==> src/rtl/bp_pkg.sv <==
package bp_pkg;
    typedef enum logic {
        MODE_EXT = 1'b0,
        MODE_INT = 1'b1
    } bp_mode_e;

    localparam int unsigned DEF_SYNC_STAGES = 2;
    localparam int unsigned DEF_DIV_BITS    = 4;
endpackage

==> src/rtl/bp_sync.sv <==
module bp_sync #(
    parameter int unsigned STAGES = 2
) (
    input  logic clk,
    input  logic rst_n,
    input  logic din,
    output logic dout
);
    logic [STAGES-1:0] chain_d, chain_q;

    generate
        if (STAGES == 1) begin : g_one
            always_comb chain_d = din;
        end else begin : g_many
            always_comb chain_d = {chain_q[STAGES-2:0], din};
        end
    endgenerate

    always_ff @(posedge clk or negedge rst_n) begin
        if (!rst_n) chain_q <= '0;
        else        chain_q <= chain_d;
    end

    assign dout = chain_q[STAGES-1];
endmodule

==> src/rtl/bp_rise_det.sv <==
module bp_rise_det (
    input  logic clk,
    input  logic rst_n,
    input  logic sig,
    output logic rise
);
    logic prev_d, prev_q;

    always_comb prev_d = sig;

    always_ff @(posedge clk or negedge rst_n) begin
        if (!rst_n) prev_q <= 1'b0;
        else        prev_q <= prev_d;
    end

    assign rise = sig & ~prev_q;
endmodule

==> src/rtl/bp_core.sv <==
module bp_core
    import bp_pkg::*;
#(
    parameter int unsigned DIV_BITS = DEF_DIV_BITS
) (
    input  logic clk,
    input  logic rst_n,
    input  logic osc_rise,
    input  logic ext_s,
    output logic bp,
    output logic mode_int
);
    typedef struct packed {
        bp_mode_e            mode;
        logic [DIV_BITS-1:0] cnt;
        logic                bp;
    } core_st_t;

    localparam core_st_t ST_RESET = '{mode: MODE_EXT, cnt: '0, bp: 1'b0};

    core_st_t st_d, st_q;

    always_comb begin
        st_d = st_q;
        if (osc_rise) begin
            if (st_q.mode == MODE_EXT) begin
                st_d.mode = MODE_INT;
                st_d.cnt  = '0;
            end else begin
                st_d.cnt  = st_q.cnt + 1'b1;
            end
        end
        st_d.bp = (st_d.mode == MODE_INT) ? st_d.cnt[DIV_BITS-1] : ext_s;
    end

    always_ff @(posedge clk or negedge rst_n) begin
        if (!rst_n) st_q <= ST_RESET;
        else        st_q <= st_d;
    end

    assign bp       = st_q.bp;
    assign mode_int = (st_q.mode == MODE_INT);

    p_sticky_r6: assert property (@(posedge clk) disable iff (!rst_n)
        mode_int |=> mode_int);
    p_select_on_edge_r3: assert property (@(posedge clk) disable iff (!rst_n)
        (osc_rise && !mode_int) |=> mode_int);
    p_hold_ext_r7: assert property (@(posedge clk) disable iff (!rst_n)
        (!osc_rise && !mode_int) |=> !mode_int);
    p_div_quiet_r4: assert property (@(posedge clk) disable iff (!rst_n)
        (mode_int && !osc_rise) |=> $stable(bp));
    p_ext_follow_r5: assert property (@(posedge clk) disable iff (!rst_n)
        (!mode_int && !osc_rise) |=> (bp == $past(ext_s)));
endmodule

==> src/rtl/bp_src_select.sv <==
module bp_src_select
    import bp_pkg::*;
#(
    parameter int unsigned SYNC_STAGES = DEF_SYNC_STAGES,
    parameter int unsigned DIV_BITS    = DEF_DIV_BITS
) (
    input  logic clk,
    input  logic rst_n,
    input  logic osc_in,
    input  logic ext_bp_in,
    output logic bp_out,
    output logic int_mode
);
    logic osc_s, ext_s, osc_rise;

    bp_sync #(.STAGES(SYNC_STAGES)) u_sync_osc (
        .clk(clk), .rst_n(rst_n), .din(osc_in), .dout(osc_s)
    );

    bp_sync #(.STAGES(SYNC_STAGES)) u_sync_ext (
        .clk(clk), .rst_n(rst_n), .din(ext_bp_in), .dout(ext_s)
    );

    bp_rise_det u_rise (
        .clk(clk), .rst_n(rst_n), .sig(osc_s), .rise(osc_rise)
    );

    bp_core #(.DIV_BITS(DIV_BITS)) u_core (
        .clk(clk), .rst_n(rst_n), .osc_rise(osc_rise), .ext_s(ext_s),
        .bp(bp_out), .mode_int(int_mode)
    );

    p_status_out_r8: assert property (@(posedge clk) disable iff (!rst_n)
        $rose(int_mode) |-> $past(osc_rise));
endmodule

==> config.mk <==
export PLATFORM = sky130hd
export DESIGN_NAME = bp_src_select
export DESIGN_NICKNAME = d
export VERILOG_FILES = /design/src/rtl/bp_pkg.sv /design/src/rtl/bp_sync.sv /design/src/rtl/bp_rise_det.sv /design/src/rtl/bp_core.sv /design/src/rtl/bp_src_select.sv
export SDC_FILE = /design/constraint.sdc
export NUM_CORES = 1
export LEC_CHECK = 0
export CAP_MARGIN = 5
export CORE_AREA = 5 5 42 44
export CTS_BUF_LIST = sky130_fd_sc_hd__clkbuf_2
export CTS_CLUSTER_SIZE = 40
export DETAILED_ROUTE_END_ITERATION = 8
export DIE_AREA = 0 0 47 49
export DONT_BUFFER_PORTS = 1
export PLACE_DENSITY = 0.44
export SYNTH_ARGS = -nofsm -noshare
export SYNTH_HDL_FRONTEND = slang
export SYNTH_HIERARCHICAL = 1
export SYNTH_SLANG_ARGS = --single-unit
==> constraint.sdc <==
create_clock -name clk -period 1.45 [get_ports clk]
set_input_delay 0.2175 -clock clk [delete_from_list [all_inputs] [get_ports clk]]
set_output_delay 0.2175 -clock clk [all_outputs]
set_load 0.01 [all_outputs]
# Word-level counts from Yosys, hierarchy flattened
# Cells that the tools add are included.
word_totals:
  ff_bits: 11
  in_bits: 4
  output_inout_bits: 2
  word_cells: 13
op_classes:
  add_sub_neg: 1
  muxes: 3
  bitwise_logic: 2
ops:
  columns: ["op", "n"]
  rows:
  - ["5-bit two-way mux", 1]
  - ["4-bit by 1-bit adder with 4-bit output (second input constant)", 1]
  - ["4-bit two-way mux", 1]
  - ["1-bit bitwise AND", 1]
  - ["1-bit two-way mux", 1]
  - ["1-bit inverter", 1]

# Depth between registers and ports, before layout
depth:
  word_depth: 4
  depth_mapped: 4
  depth_no_buf: 4

# Hierarchy
# Netlist, hierarchy kept.
modules_own_cells:
  columns: ["mod", "n_inst", "cells_each", "area_per_inst_um2", "seq_area_each_um2"]
  rows:
  - ["bp_core", 1, 25, 282.8, 150.1]
  - ["bp_sync", 2, 2, 50.0, 50.0]
  - ["bp_rise_det", 1, 2, 38.8, 25.0]

# Least setup slack after synthesis
# No wires, ideal clock.
synth_path:
  path_kind: "reg-to-reg"
  start: "register u_rise.prev_q"
  end: "register u_core.st_q (netlist bit u_core/bp)"
  setup_ns: 0.129
  t_arrival_ns: 0.906
  t_required_ns: 1.321
  path_slack_ns: 0.416
  path_stages_with_launch: 5
  path_buffers: 0
  synth_period_minus_slack_ns: 1.034
  path_cell_list: "dfrtp_1 > nor2b_4 > nand4_2 > xor2_1 > o22ai_2"
synth_lines:
  columns: ["element", "line", "rtl"]
  rows:
  - ["start, declared", "bp_rise_det.sv:7", "logic prev_d, prev_q;"]
  - ["start signal, assigned", "bp_rise_det.sv:13", "else prev_q <= prev_d;"]
  - ["end signal, assigned", "bp_core.sv:38", "else st_q <= st_d;"]
  - ["end, declared", "bp_core.sv:21", "core_st_t st_d, st_q;"]

==> flow_summary.yaml <==
sta:
  slew_headroom: 0.6687
  fin_tns_setup_ns: 0
  rsz0062_at_grt: "false"
  fin_skew_ns: 0.005087
  drv_slew: 0
  min_period_ns: 1.153
  worst_pin_slew_ns: 0.4953
  fmax_ghz: 0.8676
  setup_viol: 0
  finalCritPeriodShare: 0.7949
  hold_viol: 0
clock_tree:
  root_buffer: "clkbuf_2"
  clk_path_buf_depth: 2
  cts_sinks: 11
  insertion_delay_ns: 0.24
  cts_made_buffers: 3
  cts.clk_slew.worst_paths_ns: 0.10
  post-cts-setup-buffer-count: 0
  ctsResizeCount: 0
  htreeDepth: 1
  cts_tree: "yes"
setup_path:
  cp_slowest_stage_delay_ns: 0.40
  crit_fanout: 8
  r2r-start: "u_rise/prev_q$_DFF_PN0_"
  startpoint: "u_rise/prev_q$_DFF_PN0_"
  path_cells: "nor2b_4 > nand4_2 > xor2_1 > o22ai_2"
  cp_top_family: "flip-flops"
  crit_arrival_ns: 1.29
  setup.worst_path.class: "reg -> reg"
  endpoint_kind: "register"
  cp_data_required_time_ns: 1.58
  cp_num_buf_inv: 0
  slowest_stage: "dfrtp_1"
  start_kind: "register"
route:
  ant_nets: 0
  drc: 0
  wirelength_um: 669
  firstDrtPassIters: 1
  via_count: 248
  vias_per_cell: 4.593
  drtIter0Drc: 0
  wl_per_cell_um: 12.39
power:
  p_seq_frac: 0.616
  pwr-share-comb: 0.122
  power.leakage_nw: 0.2300
  ir_worst_vdd_mv: 0.3236
  p_sw_frac: 0.2697
  switching_power_w: 0.0001715
  p_int_w: 0.0004643
  power.density_nw_per_um2: 1293
  p_clk_frac: 0.263
global_route:
  grt_max_degree: 12
  grt_use_total: 0.07046
  grt_pass1_wl_um: 1097
  antenna_found_initial: 0
  gr-total-overflow: 0
  first_global_vias: 255
floorplanning:
  start_util: 0.3009
  die-height_um: 49
  coreArea_um2: 1401
  pin_count: 6
  fp-row-count: 14
  die_w_um: 47
  die_area_um2: 2303
synth:
  mappedNetlistArea_um2: 421.7
  synthesis.instances: 31
  synth_top_cell_by_area: "dfrtp_1"
  ys_seq_elements: 11
  synth_top_flop_cell: "dfrtp_1"
  synth_top_area_share: 0.6528
  synthArstFlopShare: 1.000
  synth_nets: 36
  synth_edf_count: 0
  syn_avg_cell_area_um2: 13.60
  synth_commonest_cells: "dfrtp_1, inv_1, nand3_1"
  seq_area_frac_synth: 0.6528
  synth.most_common_cell: "dfrtp_1"
  yosysWarnings: 6
  yosysUniqueCellTypes: 16
  ys_top_cells_by_area: "dfrtp_1, nand3_1, nor2b_4"
finish:
  fill_cells: 142
  area_delta_synth_final_pct: 16.62
  drive_above_1_share: 0.2105
  final_nets: 44
  utilization: 0.3509
  n_antenna_cell: 0
placed_design:
  port_buffers: 0
  hpwl_um: 503.6
  gp_congestion: 0.6909
run:
  max_cap_violations: 0
min_path:
  hold_class: "in -> async"
status:
  status: "finished, final reports clean"
[power by group through the flow]
stage          clock network (W)  registers, W  logic (W)
2_1_floorplan                  0      0.000387  0.0000576
6_report                0.000167      0.000391  0.0000774
3_5_place_dp                   0      0.000398  0.0000668
5_1_grt                 0.000198      0.000398  0.0000899
3_3_place_gp                   0      0.000392  0.0000625
4_1_cts                 0.000183      0.000392  0.0000791
[area by class of cell]
cell class	instances	area, um2	share of cell area
flip-flops and latches	11	275.3	0.5598
clock buffers	4	20.02	0.04071
repair buffers	3	30.03	0.06107
multi-input cells	17	135.1	0.2748
well taps	16	20.02	0.04071
inverters	3	11.26	0.02290
[metrics by stage]
step                      instances  instance area [um2]  hold WS (ns)  worst slack (ns)  power [W]
after global placement           47                441.7      -0.07780            0.3549  0.0004545
after global routing             54                491.7        0.3703            0.2432  0.0006855
after detailed placement         47                441.7      -0.07778            0.3088  0.0004652
final                            54                491.7        0.3560            0.2974  0.0006358
after CTS                        54                491.7        0.3518            0.2947  0.0006535
after floorplan                  31                421.7      -0.07809            0.4158  0.0004450
[path summary, 6_finish.rpt]
check	end	slack (ns)	cells past startpoint
setup / recovery	u_core/bp$_DFF_PN0_	0.30	4
hold / removal	u_core/st_q[3]$_DFFE_PN0P_	0.36	1
setup reg to reg	u_core/bp$_DFF_PN0_	0.30	4
hold reg to reg	u_sync_ext/chain_q[1]$_DFF_PN0_	0.36	0
max in group asynchronous	u_rise/prev_q$_DFF_PN0_	0.75	1
min in group clk	u_sync_ext/chain_q[1]$_DFF_PN0_	0.36	0
[metal layers]
metal	GRT usage	share of wire
met3	0.03690	0.076
met5	0	0
met1	0.08409	0.44
met2	0.08824	0.44
met4	0.05991	0.042
[logic make-up after synthesis]
group	count (synthesis)	share of synthesized area
compound gates	5	0.09199
xor+xnor	1	0.02078
fa+ha+maj	1	0.02967
buf+inv	3	0.02670
flops	11	0.6528
mux	1	0.02374
simple gates	9	0.1543
[flip-flops by register name (all words and copies together), names as in the netlist]
name / count
u_core/st_q: 4
u_sync_osc/chain_q: 2
u_core/mode_int: 1
u_core/bp: 1
u_rise/prev_q: 1
u_sync_ext/chain_q: 2
[placed cells by master (no fill, tap or decap), drive strengths merged]
cell,Yosys,routed
dfrtp,11,11
clkbuf,0,4
dlygate4sd3,0,3
inv,3,3
nand3,3,3
o21ai,2,2
nand4,1,1
nand2b,1,1
o311ai,1,1
or2,1,1
xor2,1,1
o22ai,1,1
nand2,1,1
nor3b,1,1
a21o,1,1
mux2i,1,1
ha,1,1
nor2b,1,1
[repair_timing]
| item | in CTS | in global routing |
|---|---|---|
| hold buffers | 3 | 0 |
| endpoints found under the hold margin | 13 | 0 |
| endpoints found under the setup margin | 0 | 0 |
No activity file was read; power rests on OpenSTA's default activity.
